==> config.mk <==
export PLATFORM = sky130hd
export DESIGN_NAME = wake_sleep_ctrl
export DESIGN_NICKNAME = d
export VERILOG_FILES = /design/src/rtl/wsc_pkg.sv /design/src/rtl/wsc_wdog.sv /design/src/rtl/wsc_idle_tmo.sv /design/src/rtl/wsc_status.sv /design/src/rtl/wake_sleep_ctrl.sv
export SDC_FILE = /design/constraint.sdc
export NUM_CORES = 1
export LEC_CHECK = 0
export ABC_AREA = 1
export CAP_MARGIN = 20
export CORE_ASPECT_RATIO = 0.8
export CORE_MARGIN = 2
export CORE_UTILIZATION = 35
export CTS_BUF_LIST = sky130_fd_sc_hd__clkbuf_8
export CTS_CLUSTER_SIZE = 30
export DETAILED_ROUTE_END_ITERATION = 10
export PLACE_DENSITY = 0.53
export SKIP_CTS_REPAIR_TIMING = 1
export SYNTH_ARGS = -nofsm -noshare
export SYNTH_HDL_FRONTEND = slang
export SYNTH_SLANG_ARGS = --single-unit
==> constraint.sdc <==
create_clock -name clk -period 1.76 [get_ports clk]
set_input_delay 0.352 -clock clk [delete_from_list [all_inputs] [get_ports clk]]
set_output_delay 0.352 -clock clk [all_outputs]
set_load 0.05 [all_outputs]
==> src/rtl/wsc_pkg.sv <==
// Package: shared constants and types for the wake-sleep controller.
// Assumes nothing beyond being compiled before the modules that import it.
package wsc_pkg;
    // Fixed byte reported on the first transmit after a wake
    localparam logic [7:0] WSC_WAKE_STATUS = 8'h11;
    // Power state of the device
    typedef enum logic {
        PWR_SLEEP = 1'b0,
        PWR_AWAKE = 1'b1
    } pwr_state_e;
endpackage

==> src/rtl/wsc_wdog.sv <==
// Module: failsafe watchdog. Counts awake cycles from zero and flags
// expiry on the last allowed cycle. Only leaving the awake state clears it.
// Assumes LIMIT >= 2 and that clear_i is asserted on the sleep-entry cycle.
module wsc_wdog #(
    parameter int LIMIT = 256
) (
    input  logic clk,
    input  logic rst_n,
    input  logic awake_i,
    input  logic clear_i,
    output logic expire_o
);
    localparam int CW = $clog2(LIMIT + 1);
    localparam logic [CW-1:0] LAST = CW'(LIMIT - 1);

    logic [CW-1:0] cnt_q;

    // Count while awake, return to zero when asleep or leaving awake
    always_ff @(posedge clk) begin
        if (!rst_n) begin
            cnt_q <= '0;
        end else if (!awake_i || clear_i) begin
            cnt_q <= '0;
        end else begin
            cnt_q <= cnt_q + 1'b1;
        end
    end

    // Expiry on the final awake cycle
    always_comb begin
        expire_o = awake_i && (cnt_q == LAST);
    end
endmodule

==> src/rtl/wsc_idle_tmo.sv <==
// Module: line-inactivity timer. It counts quiet awake cycles. Activity or
// busy holds the count at zero, and expiry is flagged on the last quiet cycle.
// Assumes LIMIT >= 2 and that clear_i is asserted on the sleep-entry cycle.
module wsc_idle_tmo #(
    parameter int LIMIT = 64
) (
    input  logic clk,
    input  logic rst_n,
    input  logic awake_i,
    input  logic clear_i,
    input  logic activity_i,
    input  logic busy_i,
    output logic expire_o
);
    localparam int CW = $clog2(LIMIT + 1);
    localparam logic [CW-1:0] LAST = CW'(LIMIT - 1);

    logic [CW-1:0] cnt_q;
    logic          hold;

    // Busy suppresses the timer, a token restarts it
    always_comb begin
        hold = busy_i || activity_i;
    end

    // Quiet-cycle counter
    always_ff @(posedge clk) begin
        if (!rst_n) begin
            cnt_q <= '0;
        end else if (!awake_i || clear_i || hold) begin
            cnt_q <= '0;
        end else begin
            cnt_q <= cnt_q + 1'b1;
        end
    end

    // Expiry when the last quiet cycle passes without activity or busy
    always_comb begin
        expire_o = awake_i && !hold && (cnt_q == LAST);
    end
endmodule

==> src/rtl/wsc_status.sv <==
// Module: wake-status request. Arms at wake and answers the first transmit
// token of the awake period with a one-cycle request carrying the fixed code.
// Assumes xmit_i is a single-cycle strobe.
module wsc_status
    import wsc_pkg::*;
(
    input  logic       clk,
    input  logic       rst_n,
    input  logic       awake_i,
    input  logic       wake_i,
    input  logic       xmit_i,
    input  logic       clear_i,
    output logic       req_o,
    output logic [7:0] code_o
);
    logic pend_q;
    logic req_q;

    // Pending flag: set on wake from sleep, dropped by the first transmit or by sleep
    always_ff @(posedge clk) begin
        if (!rst_n) begin
            pend_q <= 1'b0;
        end else if (!awake_i) begin
            pend_q <= wake_i;
        end else if (xmit_i || clear_i) begin
            pend_q <= 1'b0;
        end
    end

    // One-cycle request after the first transmit token
    always_ff @(posedge clk) begin
        if (!rst_n) begin
            req_q <= 1'b0;
        end else begin
            req_q <= awake_i && pend_q && xmit_i;
        end
    end

    // Code is driven only while requested
    always_comb begin
        req_o  = req_q;
        code_o = req_q ? WSC_WAKE_STATUS : 8'h00;
    end
endmodule

==> src/rtl/wake_sleep_ctrl.sv <==
// Module: top of the wake-sleep controller. Holds the power state and
// enters sleep on watchdog or inactivity expiry. Emits the clock enable, the
// sleep-entry pulse and the wake-status request.
// Assumes the decoder strobes are one cycle wide and synchronous to clk,
// and IO_TMO_CYC < WDOG_CYC.
module wake_sleep_ctrl
    import wsc_pkg::*;
#(
    parameter int IO_TMO_CYC = 64,
    parameter int WDOG_CYC   = 256
) (
    input  logic       clk,
    input  logic       rst_n,
    input  logic       wake_det_i,
    input  logic       tok_i,
    input  logic       xmit_i,
    input  logic       busy_i,
    output logic       awake_o,
    output logic       clk_en_o,
    output logic       sleep_pulse_o,
    output logic       status_req_o,
    output logic [7:0] status_code_o
);
    // Elaboration-time check of the limit ordering
    generate
        if (IO_TMO_CYC < 2 || IO_TMO_CYC >= WDOG_CYC) begin : g_bad_limits
            $error("wake_sleep_ctrl: need 2 <= IO_TMO_CYC < WDOG_CYC");
        end
    endgenerate

    pwr_state_e state_q;
    logic       awake;
    logic       wdog_exp;
    logic       idle_exp;
    logic       sleep_now;
    logic       spulse_q;

    // Decode the current state and the sleep decision
    always_comb begin
        awake     = (state_q == PWR_AWAKE);
        sleep_now = awake && (wdog_exp || idle_exp);
    end

    // Power-state register: wake only from sleep, sleep on any expiry
    always_ff @(posedge clk) begin
        if (!rst_n) begin
            state_q <= PWR_SLEEP;
        end else if (!awake) begin
            state_q <= wake_det_i ? PWR_AWAKE : PWR_SLEEP;
        end else if (sleep_now) begin
            state_q <= PWR_SLEEP;
        end
    end

    // Sleep-entry pulse on the first asleep cycle
    always_ff @(posedge clk) begin
        if (!rst_n) begin
            spulse_q <= 1'b0;
        end else begin
            spulse_q <= sleep_now;
        end
    end

    wsc_wdog #(
        .LIMIT(WDOG_CYC)
    ) u_wdog (
        .clk     (clk),
        .rst_n   (rst_n),
        .awake_i (awake),
        .clear_i (sleep_now),
        .expire_o(wdog_exp)
    );

    wsc_idle_tmo #(
        .LIMIT(IO_TMO_CYC)
    ) u_idle (
        .clk       (clk),
        .rst_n     (rst_n),
        .awake_i   (awake),
        .clear_i   (sleep_now),
        .activity_i(tok_i),
        .busy_i    (busy_i),
        .expire_o  (idle_exp)
    );

    wsc_status u_status (
        .clk    (clk),
        .rst_n  (rst_n),
        .awake_i(awake),
        .wake_i (wake_det_i),
        .xmit_i (xmit_i),
        .clear_i(sleep_now),
        .req_o  (status_req_o),
        .code_o (status_code_o)
    );

    // Output drive
    always_comb begin
        awake_o       = awake;
        clk_en_o      = awake;
        sleep_pulse_o = spulse_q;
    end
endmodule

==> impl_metrics.env, run 1 <==
export IMPL_status="finished, final reports clean"
export IMPL_cts_sink_count=20
export IMPL_synth_ff_latch_count=20
export IMPL_synth_cell_type_count=22
export IMPL_die_y_microns=50.6
export IMPL_yosys_warnings=0
export IMPL_synth_top_area_share=0.421
export IMPL_overflow=0
export IMPL_h_tree_depth=1
export IMPL_tns_ns=0
export IMPL_clock_latency_ns=0.25
export IMPL_cts_tree="done"
export IMPL_fin_crit_ns=1.56
export IMPL_finalCritPeriodShare=0.888
export IMPL_cts_inserted_buffers=3
export IMPL_stdcell_count=162
export IMPL_dr_total_vias=680
export IMPL_synth_flop_cell="dfxtp_1"
export IMPL_path_clk_slew_ns=0.07
export IMPL_drive_above_1_share=0.183
export IMPL_synthTopCellsByArea="dfxtp_1 (42%), nor2_1 (8.3%), buf_4 (7.1%)"
export IMPL_antenna_found_initial=0
export IMPL_post_dp_hpwl_microns=1080
export IMPL_synth_avg_cell_area_sq_um=8.34
export IMPL_gp_congestion=0.766
export IMPL_hold_path_class="flop to flop"
export IMPL_regArea_sq_um=400
export IMPL_yosysTopAreaCell="dfxtp_1"
export IMPL_power_switching_uw=225
export IMPL_cp_end_kind="flop"
export IMPL_drt_initial_drc_count=14
export IMPL_area_growth_pct=17.8
export IMPL_grt_pass1_wl_microns=2690
export IMPL_path_max_fanout=7
export IMPL_p_int_uw=689
export IMPL_multi_input_area_sq_um=468
export IMPL_finalSetupViolCount=0
export IMPL_std_cell_rows=16
export IMPL_synth_top_family_by_area="simple AND/OR/NAND/NOR gates"
export IMPL_cts_buffer_depth=2
export IMPL_max_freq_mhz=640
export IMPL_synth_compound_area_frac=0.00789
export IMPL_root_buffer="clkbuf_8"
export IMPL_synth_edff_count=0
export IMPL_dp_cells=157
export IMPL_diodes=0
export IMPL_clockPowerShare=0.371
export IMPL_syn_area_sq_um=951
export IMPL_num_fill_cells=257
export IMPL_start_kind="flop"
export IMPL_ff2ff_path_depth=9
export IMPL_ios=18
export IMPL_synthSimpleGateAreaFrac=0.333
export IMPL_p_seq_frac=0.510
export IMPL_rsz0062_at_grt="no"
export IMPL_viasPerCell=4.20
export IMPL_final_nets=136
export IMPL_synth_xor_area_frac=0.0645
export IMPL_grt_total_usage=0.111
export IMPL_leakage_nw=0.440
export IMPL_core_sq_um=2520
export IMPL_async_flop_share=0
export IMPL_wl_microns=1450
export IMPL_drc=0
export IMPL_die_area_sq_um=3150
export IMPL_wl_per_cell_microns=8.97
export IMPL_final_cell_mix="nor2_1 (20), dfxtp_1 (20), inv_1 (15), nand2_1 (15), nand3_1 (7)"
export IMPL_path_class="flop to flop"
export IMPL_synthAdderAreaFrac=0.0395
export IMPL_holdPathStages=2
export IMPL_die_x_microns=62.3
export IMPL_drtAntennaViolNets=0
export IMPL_power_density_nw_per_um2=816
export IMPL_first_pass_iters=3
export IMPL_skew_ns=0.00102
export IMPL_finalMaxSlewViolations=0
export IMPL_critical_path_arrival_ns=1.71
export IMPL_initial_core_util=0.377
export IMPL_vdd_drop_max_mv=0.393
export IMPL_drv_cap=0
export IMPL_port_buffers=11
export IMPL_ys_seq_area_frac=0.421
export IMPL_grt_max_degree=12
export IMPL_combPwrFrac=0.119
export IMPL_synthCells=114
export IMPL_grt_pass1_vias=653
export IMPL_finalHoldViolCount=0
export IMPL_p_sw_frac=0.247
export IMPL_synthMuxAreaShare=0
export IMPL_worstPathRequired_ns=1.91
[sequential cells by signal (all words and copies together), names as in the netlist]
| name | cells |
|---|---|
| u_status.req_o | 1 |
| u_idle.cnt_q | 7 |
| u_status.pend_q | 1 |
| awake_o | 1 |
| sleep_pulse_o | 1 |
| u_wdog.cnt_q | 9 |
[critical path: stages, from the launching register on]
cell	delay (ns)
dfxtp_1	0.36
ha_1	0.19
nand3_1	0.13
nor2_2	0.12
nand2_1	0.07
nor2_1	0.09
ha_1	0.16
nand2_2	0.13
nand4_4	0.15
nor2_1	0.06
[routing by layer]
layer	up-vias	wire length (microns)	track usage
met4	0	8	0.0333
met5	-	0	0
li1	360	-	-
met2	17	638	0.187
met3	2	100	0.0583
met1	301	707	0.124
[worst paths after layout]
path | from | endpoint | slack (ns)
min | u_status.pend_q | u_status.req_o | 0.44
max | u_wdog.cnt_q[0] | u_idle.cnt_q[3] | 0.20
max reg2reg | u_wdog.cnt_q[0] | u_idle.cnt_q[3] | 0.20
min reg2reg | u_status.pend_q | u_status.req_o | 0.44
[area by class of cell]
cell class / instances / area share
Clock buffer: 4 / 0.0492
Timing Repair Buffer: 11 / 0.0849
Inverter: 15 / 0.0503
Multi-Input combinational cell: 76 / 0.418
Sequential cell: 20 / 0.358
Tap cell: 36 / 0.0402
[Yosys cell counts, types with 2 or more instances]
library cell / n
buf_4: 9
ha_1: 3
nor2_4: 2
xor2_1: 3
nand3_1: 7
nor2_2: 2
nand4_1: 2
inv_1: 15
xnor2_1: 4
nor2_1: 21
dfxtp_1: 20
nand2_1: 16
[logic make-up (layout without fill, tap and decap cells)]
kind of cell	Yosys count	after routing
adders and majority gates	3	3
other	1	6
DFF	20	20
buffers and inverters	24	30
AOI/OAI and AO/OA	1	1
and+or+nand+nor	58	59
xor gates and xnor gates	7	7
[power groups by stage]
stage	Combinational [mW]	Sequential, mW	Clock (mW)
finish	0.109	0.467	0.339
global route	0.116	0.468	0.379
detailed placement	0.105	0.477	0
global placement	0.105	0.477	0
floorplan	0.0818	0.486	0
CTS	0.106	0.466	0.356
[through the flow]
step                total power [mW]   util  cell area [sq um]  hold slack, ns  setup WS [ns]
floorplan                      0.568      -                970           0.417          0.241
global placement               0.582  0.413               1040           0.432          0.150
detailed placement             0.582  0.413               1040           0.441          0.100
CTS                            0.928  0.435               1100           0.451         0.0850
global route                   0.962  0.444               1120           0.475        0.00186
finish                         0.914  0.444               1120           0.444          0.197
Power figures use the tool's default switching activity.
==> inputs of run 2 (changes only) <==
--- a/config.mk
+++ b/config.mk
@@ -8,9 +8,10 @@
 export ABC_AREA = 1
 export CAP_MARGIN = 20
 export CORE_ASPECT_RATIO = 0.8
-export CORE_MARGIN = 2
+export CORE_MARGIN = 8
 export CORE_UTILIZATION = 35
 export CTS_BUF_LIST = sky130_fd_sc_hd__clkbuf_8
+export CTS_CLUSTER_DIAMETER = 150
 export CTS_CLUSTER_SIZE = 30
 export DETAILED_ROUTE_END_ITERATION = 10
 export PLACE_DENSITY = 0.53
==> run 2 against run 1 <==
  * Cell area rose by 0.67%
  * Critical path depth stayed put
  * Clock power increased by 2%
  * First-iteration DRC count up 140%
  * Clock skew increased by 0.0072 ns
  * Fmax decreased by 0.78%
  * Cell count grew 1.2%
  * Combinational power hardly changed
  * Sequential share of layout area decreased by 0.24 points
  * Critical path type unchanged
  * Critical endpoint is now u_wdog.cnt_q[8]
  * Largest cell class unchanged
  * Highest routed layer unchanged
==> impl_metrics.env, run 2 (synthesized netlist as in run 1, its figures left out) <==
export IMPL_top_register="u_wdog.cnt_q"
export IMPL_ff2ff_setup_slack_ns=0.18
export IMPL_clock_latency_ns=0.26
export IMPL_drv_cap=0
export IMPL_reg_top3="u_wdog.cnt_q: 9 flops, u_idle.cnt_q: 7 flops"
export IMPL_cts_sink_count=20
export IMPL_leakage_nw=0.449
export IMPL_path_class="flop to flop"
export IMPL_gp_congestion=0.741
export IMPL_critPathMaxStageDelay_ns=0.36
export IMPL_drc=0
export IMPL_holdPathStages=2
export IMPL_hold_path_class="flop to flop"
export IMPL_root_buffer="clkbuf_8"
export IMPL_finalMaxSlewViolations=0
export IMPL_vdd_drop_max_mv=0.238
export IMPL_cts_inserted_buffers=3
export IMPL_diodes=0
export IMPL_power_density_nw_per_um2=816
export IMPL_whs_endpoint="u_status.req_o"
export IMPL_drtAntennaViolNets=0
export IMPL_first_pass_iters=4
export IMPL_power_uw=920
export IMPL_dp_slack_ns=0.0883
export IMPL_port_buffers=11
export IMPL_rsz0062_at_grt="no"
export IMPL_ios=18
export IMPL_cp_end_kind="flop"
export IMPL_critical_path_arrival_ns=1.72
export IMPL_wl_microns=1570
export IMPL_overflow=0
export IMPL_final_nets=136
export IMPL_fin_crit_ns=1.58
export IMPL_die_area_sq_um=4650
export IMPL_die_y_microns=62.6
export IMPL_placed_cell_area_sq_um=1040
export IMPL_path_max_fanout=5
export IMPL_ff2ff_path_depth=9
export IMPL_worstPathCellList="ha_1 -> nand3_2 -> nor2_2 -> nand2_1 -> nor2_1 -> ha_2 -> nand2_4 -> nand3_2 -> nor2_1"
export IMPL_hp_start="u_status.pend_q"
export IMPL_max_freq_mhz=635
export IMPL_finalSetupViolCount=0
export IMPL_drt_initial_drc_count=34
export IMPL_regToRegEndpoint="u_wdog.cnt_q[8]"
export IMPL_h_tree_depth=1
export IMPL_dp_cells=159
export IMPL_area_growth_pct=18.6
export IMPL_die_x_microns=74.3
export IMPL_cts_buffer_depth=2
export IMPL_status="finished, final reports clean"
export IMPL_rr_startpoint="u_wdog.cnt_q[0]"
export IMPL_stdcell_count=164
export IMPL_antenna_found_initial=0
export IMPL_finalCritPeriodShare=0.895
export IMPL_finalHoldViolCount=0
export IMPL_skew_ns=0.00820
export IMPL_grt_pass1_vias=632
export IMPL_worstPathRequired_ns=1.91
export IMPL_std_cell_rows=17
export IMPL_dr_total_vias=680
export IMPL_start_kind="flop"
export IMPL_largest_register_ffs=9
export IMPL_final_cell_area_sq_um=1130
export IMPL_wl_per_cell_microns=9.57
export IMPL_cts_tree="done"
export IMPL_grt_total_usage=0.0707
export IMPL_drive_above_1_share=0.198
export IMPL_cp_slowest_cell="dfxtp_1"
export IMPL_grt_max_degree=12
export IMPL_initial_core_util=0.355
export IMPL_grt_pass1_wl_microns=2630
export IMPL_fin_ws_ns=0.185
export IMPL_post_dp_hpwl_microns=1180
export IMPL_path_clk_slew_ns=0.08
export IMPL_core_sq_um=2680
export IMPL_tns_ns=0
export IMPL_final_cell_mix="nor2_1 (20), dfxtp_1 (20), inv_1 (15), nand2_1 (15)"
export IMPL_viasPerCell=4.15
run 2: cell count changes in the layout (fill, tap and decap cells not counted):
cell     previous run  this run
nand2_2             2         1
ha_2                0         1
nand2_4             1         2
ha_1                3         2
nand3_2             1         3
nand3_4             2         1
nand3_1             7         6
run 2: layout make-up:
type,instances,area (sq um)
Clock buffer,4,55.1
Fill cell,275,1550
Inverter,15,56.3
Multi-Input combinational cell,76,473
Sequential cell,20,400
Tap cell,38,47.5
Timing Repair Buffer,11,95.1
run 2: how the worst max path moves through the flow:
stage                          from         endpoint  slack, ns  cells after the start
floorplan           u_wdog.cnt_q[0]  u_wdog.cnt_q[5]       0.24                      9
global placement    u_wdog.cnt_q[0]  u_wdog.cnt_q[2]       0.16                      9
detailed placement  u_wdog.cnt_q[0]  u_wdog.cnt_q[2]       0.09                      9
CTS                 u_wdog.cnt_q[0]  u_wdog.cnt_q[8]       0.07                      9
global route        u_wdog.cnt_q[0]  u_idle.cnt_q[5]       0.01                      9
finish              u_wdog.cnt_q[0]  u_wdog.cnt_q[8]       0.18                      9
run 2: critical path: cells and delay by family, from the launching register on:
kind                       cells  cell delay (ns)
adders and majority gates      2             0.42
DFF                            1             0.36
and+or+nand+nor                7             0.69
run 2: report_power, final:
| group | internal (mW) | switching [mW] |
|---|---|---|
| Sequential | 0.460 | 0.00808 |
| Clock | 0.199 | 0.146 |
| Combinational | 0.0286 | 0.0786 |
| Total | 0.688 | 0.233 |
run 2: metrics by stage:
| step | hold WS (ns) | util |
|---|---|---|
| finish | 0.434 | 0.421 |
| CTS | 0.445 | 0.410 |
| floorplan | 0.417 | - |
| detailed placement | 0.439 | 0.390 |
| global route | 0.475 | 0.421 |
| global placement | 0.432 | 0.390 |
run 2: per-layer routing:
metal	GRT usage	vias to the layer above	share of wire
met2	0.101	20	0.40
li1	-	364	-
met5	0	-	0
met3	0.0192	2	0.080
met4	0.0512	0	0.015
met1	0.0876	294	0.50
